File: config.mk
export PLATFORM = sky130hd
export DESIGN_NAME = hsl_lane_seq
export DESIGN_NICKNAME = d
export VERILOG_FILES = /design/src/rtl/hsl_pkg.sv /design/src/rtl/hsl_phase_timer.sv /design/src/rtl/hsl_line_enc.sv /design/src/rtl/hsl_lane_seq.sv
export SDC_FILE = /design/constraint.sdc
export NUM_CORES = 1
export LEC_CHECK = 0
export BUFFER_PORTS_ARGS = -buffer_cell sky130_fd_sc_hd__buf_2
export CAP_MARGIN = 20
export CORE_UTILIZATION = 40
export CTS_CLUSTER_SIZE = 40
export DETAILED_ROUTE_END_ITERATION = 16
export HOLD_SLACK_MARGIN = 0.08
export PLACE_DENSITY = 0.76
export SLEW_MARGIN = 15
export SYNTH_ARGS = -nofsm -noshare
export SYNTH_HDL_FRONTEND = slang
export SYNTH_SLANG_ARGS = --single-unit
File: constraint.sdc
create_clock -name clk -period 2.9 [get_ports clk]
set_input_delay 0.58 -clock clk [delete_from_list [all_inputs] [get_ports clk]]
set_output_delay 0.58 -clock clk [all_outputs]
set_load 0.1 [all_outputs]
File: src/rtl/hsl_pkg.sv
`timescale 1ns/1ps
package hsl_pkg;

    localparam int BYTE_W = 8;
    localparam logic [BYTE_W-1:0] SYNC_PATTERN = 8'hB8;

    typedef enum logic [2:0] {
        PH_STOP,
        PH_REQ,
        PH_PREP,
        PH_ZERO,
        PH_SYNC,
        PH_DATA,
        PH_TRAIL,
        PH_EXIT
    } hsl_phase_e;

    typedef struct packed {
        hsl_phase_e        ph;
        logic [BYTE_W-1:0] held;
        logic              last_seen;
        logic              done;
    } hsl_ctl_t;

endpackage

File: src/rtl/hsl_phase_timer.sv
`timescale 1ns/1ps
module hsl_phase_timer #(
    parameter int CW = 10
) (
    input  logic          clk,
    input  logic          rst_n,
    input  logic          load,
    input  logic [CW-1:0] len,
    output logic          expired
);

    logic [CW-1:0] cnt_d, cnt_q;

    // A length of N keeps the phase for N cycles; 0 counts as 1.
    always_comb begin
        cnt_d = cnt_q;
        if (load) begin
            cnt_d = (len == '0) ? '0 : len - 1'b1;
        end else if (cnt_q != '0) begin
            cnt_d = cnt_q - 1'b1;
        end
    end

    always_ff @(posedge clk or negedge rst_n) begin
        if (!rst_n) cnt_q <= '0;
        else        cnt_q <= cnt_d;
    end

    assign expired = (cnt_q == '0);

endmodule

File: src/rtl/hsl_line_enc.sv
`timescale 1ns/1ps
module hsl_line_enc
    import hsl_pkg::*;
(
    input  hsl_phase_e        ph,
    input  logic [BYTE_W-1:0] held,
    output logic              dp,
    output logic              dn,
    output logic              hs,
    output logic [BYTE_W-1:0] hs_byte
);

    always_comb begin
        dp = 1'b0;
        dn = 1'b0;
        hs = 1'b0;
        unique case (ph)
            PH_STOP, PH_EXIT: begin dp = 1'b1; dn = 1'b1; end
            PH_REQ:           begin dp = 1'b0; dn = 1'b1; end
            PH_PREP:          begin dp = 1'b0; dn = 1'b0; end
            default:          hs = 1'b1;
        endcase
        hs_byte = hs ? held : '0;
    end

endmodule

File: src/rtl/hsl_lane_seq.sv
`timescale 1ns/1ps
module hsl_lane_seq
    import hsl_pkg::*;
#(
    parameter int CNT_W = 10
) (
    input  logic             clk,
    input  logic             rst_n,
    input  logic [CNT_W-1:0] t_lpx,
    input  logic [CNT_W-1:0] t_prep,
    input  logic [CNT_W-1:0] t_zero,
    input  logic [CNT_W-1:0] t_trail,
    input  logic [CNT_W-1:0] t_exit,
    input  logic             clk_ready,
    input  logic             burst_req,
    input  logic [7:0]       tx_data,
    input  logic             tx_valid,
    input  logic             tx_last,
    output logic             tx_ready,
    output logic             lp_dp,
    output logic             lp_dn,
    output logic             hs_en,
    output logic [7:0]       hs_data,
    output logic             burst_done
);

    hsl_ctl_t         s_d, s_q;
    logic             t_load;
    logic [CNT_W-1:0] t_len;
    logic             t_exp;
    logic             take;

    hsl_phase_timer #(.CW(CNT_W)) i_timer (
        .clk     (clk),
        .rst_n   (rst_n),
        .load    (t_load),
        .len     (t_len),
        .expired (t_exp)
    );

    always_comb begin
        s_d    = s_q;
        s_d.done = 1'b0;
        t_load = 1'b0;
        t_len  = '0;

        tx_ready = ((s_q.ph == PH_SYNC) || (s_q.ph == PH_DATA)) && !s_q.last_seen;
        take     = tx_ready && tx_valid;
        if (take) begin
            s_d.held      = tx_data;
            s_d.last_seen = tx_last;
        end

        unique case (s_q.ph)
            PH_STOP: if (burst_req && clk_ready) begin
                s_d.ph = PH_REQ;
                t_load = 1'b1;
                t_len  = t_lpx;
            end
            PH_REQ: if (t_exp) begin
                s_d.ph = PH_PREP;
                t_load = 1'b1;
                t_len  = t_prep;
            end
            PH_PREP: if (t_exp) begin
                s_d.ph   = PH_ZERO;
                s_d.held = '0;
                t_load   = 1'b1;
                t_len    = t_zero;
            end
            PH_ZERO: if (t_exp) begin
                s_d.ph   = PH_SYNC;
                s_d.held = SYNC_PATTERN;
            end
            PH_SYNC: s_d.ph = PH_DATA;
            PH_DATA: if (s_q.last_seen) begin
                s_d.ph        = PH_TRAIL;
                s_d.held      = {BYTE_W{~s_q.held[BYTE_W-1]}};
                s_d.last_seen = 1'b0;
                t_load        = 1'b1;
                t_len         = t_trail;
            end
            PH_TRAIL: if (t_exp) begin
                s_d.ph   = PH_EXIT;
                s_d.held = '0;
                s_d.done = 1'b1;
                t_load   = 1'b1;
                t_len    = t_exit;
            end
            PH_EXIT: if (t_exp) s_d.ph = PH_STOP;
            default: s_d.ph = PH_STOP;
        endcase
    end

    always_ff @(posedge clk or negedge rst_n) begin
        if (!rst_n) s_q <= '{ph: PH_STOP, held: '0, last_seen: 1'b0, done: 1'b0};
        else        s_q <= s_d;
    end

    hsl_line_enc i_enc (
        .ph      (s_q.ph),
        .held    (s_q.held),
        .dp      (lp_dp),
        .dn      (lp_dn),
        .hs      (hs_en),
        .hs_byte (hs_data)
    );

    assign burst_done = s_q.done;

endmodule

Yosys cells after proc, flatten, opt, wreduce, memory -nomap -nowiden
Index checks and enable logic that the tools add are counted.

storage, ports and cells
  flip-flop bits (word level) = 23
  bits of input ports = 64
  output and inout bits = 13
  word-level logic and storage cells = 66

operators by class
  add/subtract/negate cells = 2
  equal/unequal tests = 14
  mux-type cells = 29
  bitwise gates (word level) = 1
  reduce and logical (&&, ||, !) cells = 15

operators by type and width
  kind                                                                   number
  10-bit 2-to-1 mux                                                      8
  10-bit case mux with 5 select lines                                    1
  11-bit 2-to-1 mux                                                      3
  8-bit case mux with 4 select lines                                     1
  3-bit case mux with 8 select lines                                     1
  10-bit zero test                                                       2
  10-bit by 1-bit subtractor with 10-bit output, second input constant   2
  3-bit equality test, second input constant                             4
  12-bit 2-to-1 mux                                                      1
  2-bit != test, second input constant                                   5
  10-bit nonzero test                                                    1
  3-bit 2-to-1 mux                                                       3
  9-bit 2-to-1 mux                                                       1
  1-bit 2-to-1 mux                                                       8
  8-bit 2-to-1 mux                                                       1
  7-bit AND reduction                                                    1
  3-bit by 2-bit equality test with 1-bit output, second input constant  2
  3-bit OR reduction                                                     2
  2-bit by 1-bit != test with 1-bit output, second input constant        2
  4-bit OR reduction                                                     1
  3-bit by 1-bit equality test with 1-bit output, second input constant  1
  1-bit logical AND                                                      3
  3-bit zero test                                                        1
  1-bit case mux with 3 select lines                                     1
  other kinds (5)                                                        5

Longest topological paths before layout
  depth in word-level cells = 7
  gate-level depth with buffers = 12
  gate-level depth less buffers = 11

Hierarchy
Synthesis repeated with hierarchy kept, for this count alone.

second synthesis, totals
  cells, all modules = 238
  area total of the unflattened synthesis = 2,034.5 sq um

modules (own cells, without submodules)
  module           instances  cells each  area an instance (sq um)  sequential area each (sq um)
  hsl_lane_seq     1          115         1,063.5                   325.3
  hsl_phase_timer  1          88          764.5                     250.2
  hsl_line_enc     1          35          206.4                     0.0

Least setup slack after synthesis
OpenSTA, ideal clock, no wires.

  path type = register to output
  start point = register s_q[12] (netlist name)
  end point = output lp_dn
  data arrival time = 3,099 ps
  required time = 2,320 ps
  setup slack = -779 ps
  cell stages (with the launch flop) = 5
  buffers on the path = 3
  path through = dfrtp_1 buf_4 clkbuf_1 clkbuf_1 o21ai_0

between the ends
  longest elaborated chain between the ends = 3

ends and longest elaborated chain
  what                                               line                source
  start, declared                                    hsl_lane_seq.sv:27  hsl_ctl_t s_d, s_q;
  start signal, assigned                             hsl_lane_seq.sv:96  if (!rst_n) s_q <= '{ph: PH_STOP, held: '0, last_seen: 1'b0, done: 1'b0};
  3-bit equality test, or another cell as far along  hsl_line_enc.sv:17  unique case (ph)
  3-bit OR reduction (no line) *                     -
  1-bit 2-to-1 mux *                                 hsl_line_enc.sv:17
  end, declared                                      hsl_lane_seq.sv:21  output logic lp_dn,

Every way passes the cells marked *; elsewhere a longest branch is shown, timed or not.

Worst setup path after layout
  start point = register s_q[12] (netlist name)
  end point = register i_timer.cnt_q[0]

between the ends
  longest elaborated chain between the ends = 5

ends and longest elaborated chain
  what                                                                               line                   source
  3-bit equality test, or another cell as far along                                  hsl_lane_seq.sv:54     unique case (s_q.ph)
  10-bit case mux with 5 select lines                                                hsl_lane_seq.sv:54
  10-bit by 1-bit subtractor with 10-bit output or 10-bit zero test (tied branches)  hsl_phase_timer.sv:18  cnt_d = (len == '0) ? '0 : len - 1'b1;
  10-bit 2-to-1 mux                                                                  hsl_phase_timer.sv:18
  10-bit 2-to-1 mux                                                                  hsl_phase_timer.sv:17  if (load) begin
  end signal, assigned                                                               hsl_phase_timer.sv:26  else cnt_q <= cnt_d;
  end, declared                                                                      hsl_phase_timer.sv:12  logic [CW-1:0] cnt_d, cnt_q;

Several ways; a longest one is shown, not always the timed one.
A chain may end at the register's enable or synchronous reset.

==> run summary <==
CTS tree = built
Placed cell area = 2570 um^2
Detailed placement HPWL = 4550 um
RSZ-0062 raised after global routing = false
Routed len/inst = 14.3 um
Core area = 4820 um^2
First-pass GRT wire length = 9150 um
Synth area leaders = dfrtp_1 (28%), mux2i_1 (7.3%), nor2b_1 (4.3%)
Arrival time worst endpoint = 2.82 ns
R2R cell count = 10
CTS Buf Count = 3
Endpoints failing hold = 0
# H-tree levels = 1
Vias in the first global route = 2,074
Die Wd = 73.6 um
CP most frequent cell = inv_1
Post-synth top area share = 28.1%
Startpoint Class = flip-flop
Clk slew on worst S/H paths = 0.09 ns
Share of layout cells above drive strength 1 = 34.0%
Area Growth Syn to Fin = 27.9%
Root Driver = clkbuf_8
Initial core utilization = 42.6%
GRT Residual Overflow = 0
Critical path, cell by cell = mux2_2 > a22oi_1 > o21ai_1 > inv_1 > ha_1 > inv_1 > or4_1 > o31ai_4 > buf_4 > a221oi_1
Period utilisation layout = 92.8%
CTS Buffer Depth = 2
Pin count of the biggest net entering global routing = 24
Top_reg_cell synth = dfrtp_1
Total nets after synthesis = 308
Setup TNS = 0 ns
Synth Cell Area = 2050 um^2
Status = complete, no violations
Number of synthesized register bits = 23
Number of remaining DRC errors = 0
Worst Tran Pin Value = 0.661 ns
GP Congestion = 0.842
Tmin final = 2.69 ns
Leak pwr = 0.00125 uW
Most common library cell in the layout ignoring fill and taps = buf_2
# Max-Cap Violations = 0
Routed Antenna Nets = 0
Final-report setup violation count = 0
Max incr delay on CP = 0.57 ns
Clock Latency Late Sink = 0.27 ns
Die area = 5420 um^2
Crit path from = s_q[12]
Post-route cell area = 2620 um^2
FF-to-FF Start = s_q[12]
Worst hold path type = in -> async
Cells after Synth = 240
Drt via density = 5.56
Syn Area/Cell = 8.54 um^2
Non-Filler Instances = 391
Sequential area share after synthesis = 28.1%
Number of synthesized flops with an enable pin = 0
Crit path kind = reg -> reg
Max VDD drop = 0.549 mV
Antenna diode count = 0
Die height = 73.6 um
Largest area contributor in the netlist = dfrtp_1
Post-synthesis async set-or-reset flop share = 100%
Worst setup endpoint = i_timer.cnt_q[0]
Most frequent cells in the layout = buf_2 (76), dfrtp_1 (23), buf_4 (17)
Slew headroom = 55.8%
PwrDens = 862 nW/um^2
Crit Reg-Reg Endpoint = i_timer.cnt_q[0]
Fin nets = 393
CP max-delay cell = dfrtp_1
Netlist cell types = 54
FF-to-FF setup slack = 0.21 ns
Row cnt = 25
Initial DRC Count = 116
Max-slew violations = 0
Peak Freq = 372 MHz
Sink Count = 23
CP max FO = 13
Port Buffers = 76
Cts hold-fix bufs = 0
Initial antenna violation count = 0
Routed vias = 2,174
CP Capture Type = flip-flop
I/O pins = 77
Worst Path Required = 3.03 ns
GRT Total Usage = 21.5%
First-pass DRT Iterations = 4
Final clock skew = 0.00707 ns
Inst Count DP = 387
Yosys warning total = 0
Total Routed Length = 5590 um
-- flip-flops by register name (all words and copies together), names as in the netlist --
name,flops
i_timer.cnt_q,10
burst_done,1
s_q,12
-- critical path, delay by kind of cell (launching register included) --
kind	cells	cell delay, ns
and+or+nand+nor	1	0.57
adders and majority gates	1	0.18
buffers and inverters	3	0.32
DFF	1	0.57
AOI/OAI and AO/OA	4	0.53
muxes	1	0.39
-- synth_stat cells (4+ instances only) --
cell type,instances
nand4_1,5
dfrtp_1,23
a21oi_1,9
nor2b_1,14
nor3_1,8
ha_1,4
nand3_1,6
a211o_1,4
a32oi_1,6
and3_1,4
o21ai_0,15
o21ai_1,4
xor2_1,8
nor2_1,13
xnor2_1,4
o31ai_1,4
inv_1,12
nand2_1,16
nor4_1,6
mux2i_1,15
clkbuf_1,6
-- cells by family (layout without fill, tap and decap cells) --
logic type	Yosys count	count (layout)	share of synthesized area, %
simple gates	91	91	25.3
compound gates	67	67	24.3
buf+inv	25	109	5.86
flops	23	23	28.1
mux	18	18	8.97
xor+xnor	12	12	5.13
fa+ha+maj	4	4	2.44
-- power by group --
part,internal (uW),leakage (uW),switching [uW]
Sequential,446,0.000255,137
Clock,95.9,0.0000255,104
Combinational,447,0.000967,1030
Total,988,0.00125,1270
-- repair_timing --
item                                   CTS  global route
setup endpoints to repair                0             7
endpoints found under the hold margin    0             0
resized for setup                        0             3
setup buffers                            0             0
-- stage by stage --
stage	setup slack [ns]	util (%)	hold WS (ns)	power (uW)
CTS	0.0920	54.3	0.292	2260
global route	0.00831	54.4	0.319	2410
detailed placement	0.113	53.4	0.549	2060
global placement	0.180	53.4	0.541	2030
finish	0.208	54.4	0.283	2260
floorplan	-0.146	-	0.284	1740
-- worst min path at each step --
stage           start          endpoint  cells past startpoint
2_1_floorplan   rst_n        burst_done                      0
3_3_place_gp   s_q[7]            s_q[7]                      2
3_5_place_dp   s_q[2]            s_q[2]                      2
4_1_cts         rst_n  i_timer.cnt_q[3]                      1
5_1_grt         rst_n  i_timer.cnt_q[9]                      1
6_report        rst_n  i_timer.cnt_q[3]                      1
-- metal layers --
layer  track usage (%)  vias up  part of all wire [%]
met2              37.8       65                    49
met4              3.21        0                  0.48
met1              27.8     1023                    45
met3              3.70        6                   6.2
met5                 0        -                     0
li1                  -     1080                     -
-- cell type report --
type | count | area (um^2)
clock buffer | 3 | 41.3
multi-input combinational | 192 | 1360
inverter | 12 | 45.0
clock inverter | 1 | 5.00
sequential | 23 | 576
tap | 67 | 83.8
timing repair buffer | 93 | 508
fill | 464 | 2190
No activity file was read; power rests on OpenSTA's default activity.
